`src/rtl/tx_guard_pkg.sv`:
```
// Shared definitions for the transmit watchdog.
// Assumes port selection codes are fixed by the surrounding MAC configuration.
package tx_guard_pkg;

    typedef enum logic [1:0] {
        JG_RUN     = 2'd0,
        JG_CUT     = 2'd1,
        JG_RECOVER = 2'd2
    } jab_state_t;

    localparam int STAT_W    = 2;
    localparam int STAT_JAB  = 0;
    localparam int STAT_BABL = 1;

    localparam logic [1:0] PSEL_COAX   = 2'd0;
    localparam logic [1:0] PSEL_TWPAIR = 2'd1;
    localparam logic [1:0] PSEL_DIRECT = 2'd2;
    localparam logic [1:0] PSEL_SERIAL = 2'd3;

    // True for port selections on which the jabber check applies.
    function automatic logic jab_capable(input logic [1:0] psel);
        return (psel == PSEL_TWPAIR) || (psel == PSEL_DIRECT);
    endfunction

endpackage

```
`src/rtl/jabber_timer.sv`:
```
// Jabber timer: counts consecutive active cycles and cuts the transmitter
// when the limit is reached, then holds the cut through a recovery period
// that starts once activity stops. Assumes JAB_CYCLES, UNJAB_CYCLES >= 2.
module jabber_timer
    import tx_guard_pkg::*;
#(
    parameter int JAB_CYCLES   = 2_500_000,
    parameter int UNJAB_CYCLES = 62_500_000
) (
    input  logic clk,
    input  logic rst_n,
    input  logic sw_rst,
    input  logic enable,
    input  logic tx_active,
    output logic inhibit,
    output logic trip
);
    localparam int JW = $clog2(JAB_CYCLES + 1);
    localparam int UW = $clog2(UNJAB_CYCLES + 1);
    localparam logic [JW-1:0] JAB_LAST   = JW'(JAB_CYCLES - 1);
    localparam logic [UW-1:0] UNJAB_LAST = UW'(UNJAB_CYCLES - 1);

    jab_state_t     state_q;
    logic [JW-1:0]  run_cnt_q;
    logic [UW-1:0]  rec_cnt_q;

    // Trip pulse: limit reached on this edge while still running.
    always_comb begin
        trip = enable && !sw_rst && (state_q == JG_RUN)
            && tx_active && (run_cnt_q == JAB_LAST);
    end

    // Inhibit whenever the timer is not in the running state.
    always_comb begin
        inhibit = (state_q != JG_RUN);
    end

    // State and counters for activity and recovery timing.
    always_ff @(posedge clk) begin
        if (!rst_n) begin
            state_q   <= JG_RUN;
            run_cnt_q <= '0;
            rec_cnt_q <= '0;
        end else if (sw_rst || !enable) begin
            state_q   <= JG_RUN;
            run_cnt_q <= '0;
            rec_cnt_q <= '0;
        end else begin
            unique case (state_q)
                JG_RUN: begin
                    if (!tx_active) begin
                        run_cnt_q <= '0;
                    end else if (run_cnt_q == JAB_LAST) begin
                        state_q   <= JG_CUT;
                        run_cnt_q <= '0;
                    end else begin
                        run_cnt_q <= run_cnt_q + 1'b1;
                    end
                end
                JG_CUT: begin
                    if (!tx_active) begin
                        state_q   <= JG_RECOVER;
                        rec_cnt_q <= '0;
                    end
                end
                JG_RECOVER: begin
                    if (tx_active) begin
                        state_q <= JG_CUT;
                    end else if (rec_cnt_q == UNJAB_LAST) begin
                        state_q   <= JG_RUN;
                        rec_cnt_q <= '0;
                    end else begin
                        rec_cnt_q <= rec_cnt_q + 1'b1;
                    end
                end
                default: state_q <= JG_RUN;
            endcase
        end
    end

endmodule

```
`src/rtl/babble_counter.sv`:
```
// Babble counter: counts byte strobes within one frame and pulses once when
// the count reaches MAX_BYTES. It never stops the frame. Assumes a frame is
// one unbroken run of tx_active high.
module babble_counter #(
    parameter int MAX_BYTES = 1519
) (
    input  logic clk,
    input  logic rst_n,
    input  logic sw_rst,
    input  logic tx_active,
    input  logic byte_stb,
    output logic trip
);
    localparam int BW = $clog2(MAX_BYTES + 1);
    localparam logic [BW-1:0] BYTE_MAX  = BW'(MAX_BYTES);
    localparam logic [BW-1:0] BYTE_LAST = BW'(MAX_BYTES - 1);

    logic [BW-1:0] cnt_q;

    // Pulse on the strobe that brings the count to the limit.
    always_comb begin
        trip = !sw_rst && tx_active && byte_stb && (cnt_q == BYTE_LAST);
    end

    // Saturating per-frame byte count, cleared between frames.
    always_ff @(posedge clk) begin
        if (!rst_n) begin
            cnt_q <= '0;
        end else if (sw_rst || !tx_active) begin
            cnt_q <= '0;
        end else if (byte_stb && (cnt_q != BYTE_MAX)) begin
            cnt_q <= cnt_q + 1'b1;
        end
    end

endmodule

```
`src/rtl/guard_status.sv`:
```
// Clear-on-read status register: each bit is set by its event and cleared
// by a read, and an event in the read cycle wins. Assumes event pulses last
// one cycle.
module guard_status #(
    parameter int W = 2
) (
    input  logic         clk,
    input  logic         rst_n,
    input  logic         sw_rst,
    input  logic         rd,
    input  logic [W-1:0] evt,
    output logic [W-1:0] status
);
    logic [W-1:0] bits_q;

    for (genvar gi = 0; gi < W; gi++) begin : g_bit
        // One sticky bit with clear-on-read and reset.
        always_ff @(posedge clk) begin
            if (!rst_n || sw_rst) begin
                bits_q[gi] <= 1'b0;
            end else if (evt[gi]) begin
                bits_q[gi] <= 1'b1;
            end else if (rd) begin
                bits_q[gi] <= 1'b0;
            end
        end
    end

    assign status = bits_q;

endmodule

```
`src/rtl/tx_guard.sv`:
```
// Transmit watchdog top: joins the jabber timer, the babble counter and the
// clear-on-read status register, and raises the interrupt from the status.
// Assumes all inputs are synchronous to clk.
module tx_guard
    import tx_guard_pkg::*;
#(
    parameter int JAB_CYCLES   = 2_500_000,
    parameter int UNJAB_CYCLES = 62_500_000,
    parameter int MAX_BYTES    = 1519
) (
    input  logic        clk,
    input  logic        rst_n,
    input  logic        sw_rst,
    input  logic        tx_active,
    input  logic        byte_stb,
    input  logic [1:0]  port_sel,
    input  logic        stat_rd,
    output logic        tx_inhibit,
    output logic [1:0]  status,
    output logic        irq
);
    logic              jab_en;
    logic              jab_trip;
    logic              babl_trip;
    logic [STAT_W-1:0] evt;

    // Port gate for the jabber check.
    always_comb begin
        jab_en = jab_capable(port_sel);
    end

    jabber_timer #(
        .JAB_CYCLES   (JAB_CYCLES),
        .UNJAB_CYCLES (UNJAB_CYCLES)
    ) u_jab (
        .clk       (clk),
        .rst_n     (rst_n),
        .sw_rst    (sw_rst),
        .enable    (jab_en),
        .tx_active (tx_active),
        .inhibit   (tx_inhibit),
        .trip      (jab_trip)
    );

    babble_counter #(
        .MAX_BYTES (MAX_BYTES)
    ) u_babl (
        .clk       (clk),
        .rst_n     (rst_n),
        .sw_rst    (sw_rst),
        .tx_active (tx_active),
        .byte_stb  (byte_stb),
        .trip      (babl_trip)
    );

    // Route event pulses to their status bit positions.
    always_comb begin
        evt            = '0;
        evt[STAT_JAB]  = jab_trip;
        evt[STAT_BABL] = babl_trip;
    end

    guard_status #(
        .W (STAT_W)
    ) u_stat (
        .clk    (clk),
        .rst_n  (rst_n),
        .sw_rst (sw_rst),
        .rd     (stat_rd),
        .evt    (evt),
        .status (status)
    );

    // Interrupt while any status bit is pending.
    always_comb begin
        irq = |status;
    end

endmodule

```
`config.mk`:
```
export PLATFORM = sky130hd
export DESIGN_NAME = tx_guard
export DESIGN_NICKNAME = d
export VERILOG_FILES = /design/src/rtl/tx_guard_pkg.sv /design/src/rtl/jabber_timer.sv /design/src/rtl/babble_counter.sv /design/src/rtl/guard_status.sv /design/src/rtl/tx_guard.sv
export SDC_FILE = /design/constraint.sdc
export NUM_CORES = 1
export LEC_CHECK = 0
export ABC_AREA = 1
export BUFFER_PORTS_ARGS = -buffer_cell sky130_fd_sc_hd__buf_4
export CAP_MARGIN = 20
export CORE_ASPECT_RATIO = 0.75
export CORE_MARGIN = 1.5
export CORE_UTILIZATION = 55
export DETAILED_ROUTE_END_ITERATION = 8
export GPL_ROUTABILITY_DRIVEN = 0
export GPL_TIMING_DRIVEN = 0
export PLACE_DENSITY = 0.78
export SLEW_MARGIN = 20
export SYNTH_ARGS = -nofsm -noshare
export SYNTH_HDL_FRONTEND = slang
export SYNTH_SLANG_ARGS = --single-unit
```
`constraint.sdc`:
```
create_clock -name clk -period 1.37 [get_ports clk]
set_clock_uncertainty 0.05 [all_clocks]
set_input_delay 0.274 -clock clk [delete_from_list [all_inputs] [get_ports clk]]
set_output_delay 0.274 -clock clk [all_outputs]
set_load 0.05 [all_outputs]
```
==> results.toml, run 1 <==
[outcome]
status = "complete, but fails checks"
violations = "DRC, setup timing"

[route]
firstDrtPassIters = 9
wirelength_mm = 13.1
ant_nets = 0
drt-vias-per-instance = 5.75
drtIter0Drc = 482
num_vias = 4741
remaining_drc_errors = 1
wl_per_cell_microns = 15.8

[synthesis]
synthSimpleGateAreaFrac = 0.434
seq_area_frac_synth = 0.315
synth.distinct_cells = 30
synth_xor_area_frac = 0.0393
synth_cells = 663
syn_area_sq_mm = 0.00401
muxShareOfSynthArea = 0
syn-num-nets = 676
synth_fa_ha_area_frac = 0.0156
synth_compound_area_frac = 0.0983
synth_top_family_by_area = "simple AND/OR/NAND/NOR gates"
syn_area_per_cell_sq_um = 6.05
yosysWarnings = 0
ys_ff_latch = 63

[setup_path]
crit_fanout = 5
crit-reg2reg-launch = "u_babl.cnt_q[3]$_SDFFE_PP0P_"
crit_path_frequent_cell = "nand2_2"
r2r_end = "u_babl.cnt_q[6]$_SDFFE_PP0P_"
path_class = "flip-flop to flip-flop"
start_kind = "flip-flop"
slowest_delay_ps = 400
crit_end = "u_babl.cnt_q[6]$_SDFFE_PP0P_"
crit_slowest_cell = "dfxtp_2"
crit_arrival_ps = 1790
path_cells = "nand2_2 -> nor2_4 -> nand4_1 -> nand2_2 -> buf_6 -> nand2_2 -> a21oi_2"
reg2reg_slack_ps = -190
crit_start = "u_babl.cnt_q[3]$_SDFFE_PP0P_"
end_kind = "flip-flop"
r2r_cells = 7
cp_data_required_time_ps = 1600

[timing]
fin_crit_ps = 1560
max_freq_ghz = 0.643
worstMarginPinSlew_ps = 447
hold_ws_ps = 136
slew_headroom = 0.700
setup_violations = 61
timing.final.crit_share = 1.14
grt_setup_unrepaired = "true"
final_max_slew_viol_count = 0
final_hold_viol_count = 0
tns_ps = -6920
final.setup.worst_slack_ps = -185

[layout]
final-seq-area_sq_mm = 0.00137
final_cells = 825
final_cell_area_sq_mm = 0.00551
n_antenna_cell = 0
synthToLayoutAreaGrowth_pct = 37.4
fill_cells = 475
drive_gt1_frac = 0.425
layout.nets = 737
multi_input_area_sq_mm = 0.00299

[die]
die_h_microns = 76.9
core_sq_mm = 0.00693
start_util = 0.579
fp.dieW_microns = 102
die_area_sq_mm = 0.00782
ios = 12
fp-row-count = 26

[global_route]
gr-usage-all-layers = 0.308
grt_max_degree = 11
antenna_found_initial = 0
grt-ovfl-total = 0
grt_pass1_vias = 3979
grt_first_pass_wirelength_mm = 19.0

[cts]
clk_latency_ps = 360
cts_tree = "done"
cts-root-buf = "clkbuf_8"
htreeDepth = 3
hold_buffers = 0
numCtsBuffers = 9
path_clk_slew_ps = 80
clock_path_buffers = 2
cts_sinks = 63

[placement]
placed_cell_area_sq_mm = 0.00426
dp_hpwl_mm = 7.50
place_inst = 772
io_buffers = 11
pre_cts_slack_ps = -348

[min_path]
hp-class = "input port to flip-flop"

[flow_run]
maxCapViolations = 0

[power]
p_leak_nw = 2.05
power_density_mw_per_mm2 = 633
peakVddDrop_mv = 0.522
metal layers:
metal / track usage / routed length [microns] / part of all wire / up-vias
li1: - / - / - / 2205
met1: 0.447 / 5450 / 0.42 / 2198
met2: 0.456 / 5900 / 0.45 / 290
met3: 0.0665 / 1360 / 0.10 / 48
met4: 0.0889 / 346 / 0.027 / 0
met5: 0 / 0 / 0 / -
registers in the layout, indices dropped and copies added (netlist names):
| name | cells |
|---|---|
| u_jab.rec_cnt_q | 26 |
| u_jab.run_cnt_q | 22 |
| u_babl.cnt_q | 11 |
| u_jab.state_q | 2 |
| u_stat.status | 2 |
synthesized netlist by cell type:
cell type,count,area [sq um]
o21ai_1,2,10.0
a21boi_0,1,7.51
xnor2_1,8,70.1
xor2_1,10,87.6
nand4_1,9,56.3
nor4_1,1,6.26
nor3_1,10,50.1
buf_2,8,40.0
inv_2,2,7.51
inv_1,75,282
nor2_2,9,56.3
or2_2,4,25.0
ha_1,5,62.6
a21oi_2,1,8.76
o21bai_1,1,7.51
dfxtp_1,63,1260
a21oi_1,58,290
nand2_1,234,878
nand2_4,1,11.3
nor2_1,73,274
nand3b_1,1,7.51
nand2_2,5,31.3
buf_6,3,33.8
buf_4,1,7.51
nand3_2,2,20.0
nand3_1,49,245
o21ai_0,14,70.1
nor2_4,7,78.8
clkinv_1,3,11.3
clkbuf_1,3,11.3
cell type report:
type,count,area share
clock buffers,11,0.0275
well taps,98,0.0223
clock inverters,3,0.00363
plain buffers,15,0.0248
flip-flops and latches,63,0.248
multi-input cells,506,0.542
inverters,80,0.0563
repair buffers,49,0.0750
repair_timing:
item	CTS	global route
gates cloned	3	3
endpoints found under the setup margin	63	65
gates resized for setup	119	155
pin swaps	34	55
setup buffers	29	6
critical path, delay by kind of cell (launching register included):
kind	cells	cell delay, ps
AOI/OAI and AO/OA	1	130
and+or+nand+nor	5	720
DFF	1	400
buffers and inverters	1	160
worst min path at each step:
stage	start	endpoint	cells past startpoint
global placement	u_stat.status[1]$_SDFFE_PP0P_	u_stat.status[1]$_SDFFE_PP0P_	2
global route	stat_rd	u_stat.status[1]$_SDFFE_PP0P_	4
CTS	stat_rd	u_stat.status[0]$_SDFFE_PP0P_	4
floorplan	stat_rd	u_stat.status[0]$_SDFFE_PP0P_	3
finish	stat_rd	u_stat.status[0]$_SDFFE_PP0P_	4
detailed placement	u_stat.status[1]$_SDFFE_PP0P_	u_stat.status[1]$_SDFFE_PP0P_	2
report_power, final:
part           total, mW  switching [mW]  internal (mW)
Combinational      0.178           0.119         0.0585
Sequential          1.81         0.00371           1.80
Clock               1.50           0.769          0.731
Total               3.49           0.892           2.59
kinds of logic (layout without fill, tap and decap cells):
group | count (synthesis) | in the layout
xor gates and xnor gates | 18 | 18
DFF | 63 | 63
buffers and inverters | 95 | 158
AOI/OAI and AO/OA | 77 | 77
adders and majority gates | 5 | 5
and+or+nand+nor | 405 | 406
metrics by stage:
| step | power, mW | utilization |
|---|---|---|
| 3_5_place_dp | 1.99 | 0.615 |
| 2_1_floorplan | 1.95 | - |
| 5_1_grt | 3.59 | 0.795 |
| 4_1_cts | 3.48 | 0.720 |
| 3_3_place_gp | 1.99 | 0.615 |
| 6_report | 3.49 | 0.795 |
placed cells by master, fill, tap and decap left out, types with 11 or more instances in the layout:
cell and n:
a21oi_1 26, clkbuf_8 12, a21oi_2 33, nand3_2 18, nand3_1 31, nor2_4 25
nor2_2 16, inv_1 62, inv_2 13, nand2_2 37, nand2_4 11, buf_4 40
buf_6 16, nand2_1 192, dfxtp_2 39, nor2_1 49, dfxtp_4 15
Power figures use the tool's default switching activity.
==> run 2: changes to the inputs <==
--- a/config.mk
+++ b/config.mk
@@ -5,7 +5,6 @@
 export SDC_FILE = /design/constraint.sdc
 export NUM_CORES = 1
 export LEC_CHECK = 0
-export ABC_AREA = 1
 export BUFFER_PORTS_ARGS = -buffer_cell sky130_fd_sc_hd__buf_4
 export CAP_MARGIN = 20
 export CORE_ASPECT_RATIO = 0.75
==> results.toml, run 2 <==
[route]
wirelength_mm = 14.7
num_vias = 4440
drt-vias-per-instance = 7.44
remaining_drc_errors = 0
drtIter0Drc = 793
ant_nets = 0
wl_per_cell_microns = 24.6
firstDrtPassIters = 7

[setup_path]
crit_family = "simple AND/OR/NAND/NOR gates"
path_cells = "or4_4 -> nor3_4 -> buf_12 -> a31oi_4 -> buf_6 -> a21oi_2 -> o21ai_1"
end_kind = "flip-flop"
slowest_delay_ps = 530
path_buf_inv = 2
crit_arrival_ps = 2300
crit_fanout = 5
reg2reg_slack_ps = -760
path_class = "flip-flop to flip-flop"
crit_slowest_cell = "or4_4"
start_kind = "flip-flop"
cp_data_required_time_ps = 1540

[power]
combPwrFrac = 0.071
peakVddDrop_mv = 0.586
internal-power_mw = 2.61
p_leak_nw = 1.86
power_density_mw_per_mm2 = 676
p_seq_frac = 0.518
p_clk_frac = 0.411
p_sw_uw = 888
switching_share = 0.253

[synthesis]
yosysWarnings = 0
syn-num-nets = 438
synth_edf_count = 0
async_flop_share = 0
syn_area_sq_mm = 0.00349
syn_area_per_cell_sq_um = 8.21
synth_ff_type = "dfxtp_1"
synth_cells = 425
ys_top_cells_by_area = "dfxtp_1, nand2_1, a31oi_1"
synth_top_area_cell = "dfxtp_1"
ys_ff_latch = 63
ys_top_cells_by_count = "dfxtp_1, nand2_1, a31oi_1, nor2_1, nand3_1"
synth.distinct_cells = 61
synth_top_area_frac = 0.361
yosysMostFrequentCell = "dfxtp_1"
seq_area_frac_synth = 0.361

[layout]
layout_common_cells = "buf_4, nand2_1, buf_6"
reg_top3 = "u_jab.rec_cnt_q (26), u_jab.run_cnt_q (22), u_babl.cnt_q (11)"
n_antenna_cell = 0
synthToLayoutAreaGrowth_pct = 48.5
drive_gt1_frac = 0.447
largest_reg_flops = 26
layout.nets = 527
fill_cells = 272
regMostFlops = "u_jab.rec_cnt_q"
final_cell_area_sq_mm = 0.00518
final_common_cell = "buf_4"

[placement]
placed_cell_area_sq_mm = 0.00393
dp_hpwl_mm = 6.34
pre_cts_slack_ps = -748
io_buffers = 11

[die]
start_util = 0.584
fp.dieW_microns = 95.0
core_sq_mm = 0.00598
ios = 12
die_h_microns = 72.0
fp-row-count = 24
die_area_sq_mm = 0.00684

[timing]
slew_headroom = 0.405
final_hold_viol_count = 0
final.setup.worst_slack_ps = -761
final_max_slew_viol_count = 0
max_freq_ghz = 0.469
fin_crit_ps = 2130
setup_violations = 58
timing.final.crit_share = 1.56
grt_setup_unrepaired = "true"
worstMarginPinSlew_ps = 893

[global_route]
gr-usage-all-layers = 0.342
grt-ovfl-total = 0
antenna_found_initial = 0
grt_max_degree = 12
grt_pass1_vias = 3467
grt_first_pass_wirelength_mm = 17.9

[cts]
path_clk_slew_ps = 70
hold_buffers = 0
cts-root-buf = "clkbuf_8"
cts_sinks = 63
clock_path_buffers = 2
htreeDepth = 3
numCtsBuffers = 9
cts_tree = "done"
clk_latency_ps = 360

[flow_run]
maxCapViolations = 0

[min_path]
hp-class = "input port to flip-flop"

[outcome]
violations = "setup timing"
status = "complete, but fails checks"
run 2: worst paths after layout:
kind | from | end | cells after the start
worst min-delay path | sw_rst | u_babl.cnt_q[1]$_SDFFE_PP0P_ | 3
worst max-delay path | u_jab.rec_cnt_q[18]$_SDFFE_PP0P_ | u_jab.rec_cnt_q[16]$_SDFFE_PP0P_ | 7
worst min register to register | u_jab.run_cnt_q[10]$_SDFFE_PP0N_ | u_jab.run_cnt_q[10]$_SDFFE_PP0N_ | 1
worst max register to register | u_jab.rec_cnt_q[18]$_SDFFE_PP0P_ | u_jab.rec_cnt_q[16]$_SDFFE_PP0P_ | 7
run 2: timing repair:
action | CTS | global route
pin swaps | 43 | 29
gates resized for setup | 69 | 84
buffers inserted | 41 | 19
hold endpoints to repair | 0 | 0
setup endpoints to repair | 56 | 64
gates cloned | 6 | 1
run 2: final cells by class:
class	count	area (sq um)	share of cell area
clock inverters	1	5.00	0.000966
well taps	78	97.6	0.0188
inverters	9	36.3	0.00700
plain buffers	19	163	0.0314
clock buffers	15	156	0.0302
repair buffers	75	707	0.136
flip-flops and latches	63	1350	0.260
multi-input cells	337	2670	0.515
run 2: metrics by stage:
stage / hold slack, ps / instances / utilization / total power, mW / setup TNS, ps
5_1_grt: 193 / 597 / 0.867 / 3.59 / -26570
3_3_place_gp: 397 / 514 / 0.657 / 2.03 / -24670
6_report: 184 / 597 / 0.867 / 3.50 / -25230
3_5_place_dp: 422 / 514 / 0.657 / 2.03 / -26620
2_1_floorplan: 381 / 425 / - / 1.97 / -11090
4_1_cts: 148 / 577 / 0.780 / 3.44 / -19460
run 2: layer usage:
metal | track usage | up-vias | wire length, microns
met3 | 0.109 | 146 | 2130
met5 | 0 | - | 0
met1 | 0.489 | 2039 | 5430
met4 | 0.134 | 0 | 970
met2 | 0.477 | 449 | 6140
li1 | - | 1806 | -
run 2: power by group through the flow:
| stage | clock network, mW | logic, mW | registers, mW |
|---|---|---|---|
| detailed placement | 0 | 0.154 | 1.88 |
| floorplan | 0 | 0.0972 | 1.88 |
| global route | 1.52 | 0.257 | 1.81 |
| finish | 1.44 | 0.249 | 1.81 |
| CTS | 1.42 | 0.194 | 1.83 |
| global placement | 0 | 0.152 | 1.88 |
run 2: tightest hold or removal path: stages:
cell and delay [ps]:
buf_4 90, nand3b_1 130, a211oi_1 60
run 2: cell families after synthesis:
kind of cell | after synthesis | synth area share
AND/OR/NAND/NOR | 213 | 0.341
flip-flops | 63 | 0.361
buffers and inverters | 28 | 0.0383
AO/OA/AOI/OAI | 94 | 0.184
multiplexers | 6 | 0.0172
adder cells (fa/ha/maj) | 5 | 0.0179
XOR/XNOR | 16 | 0.0401
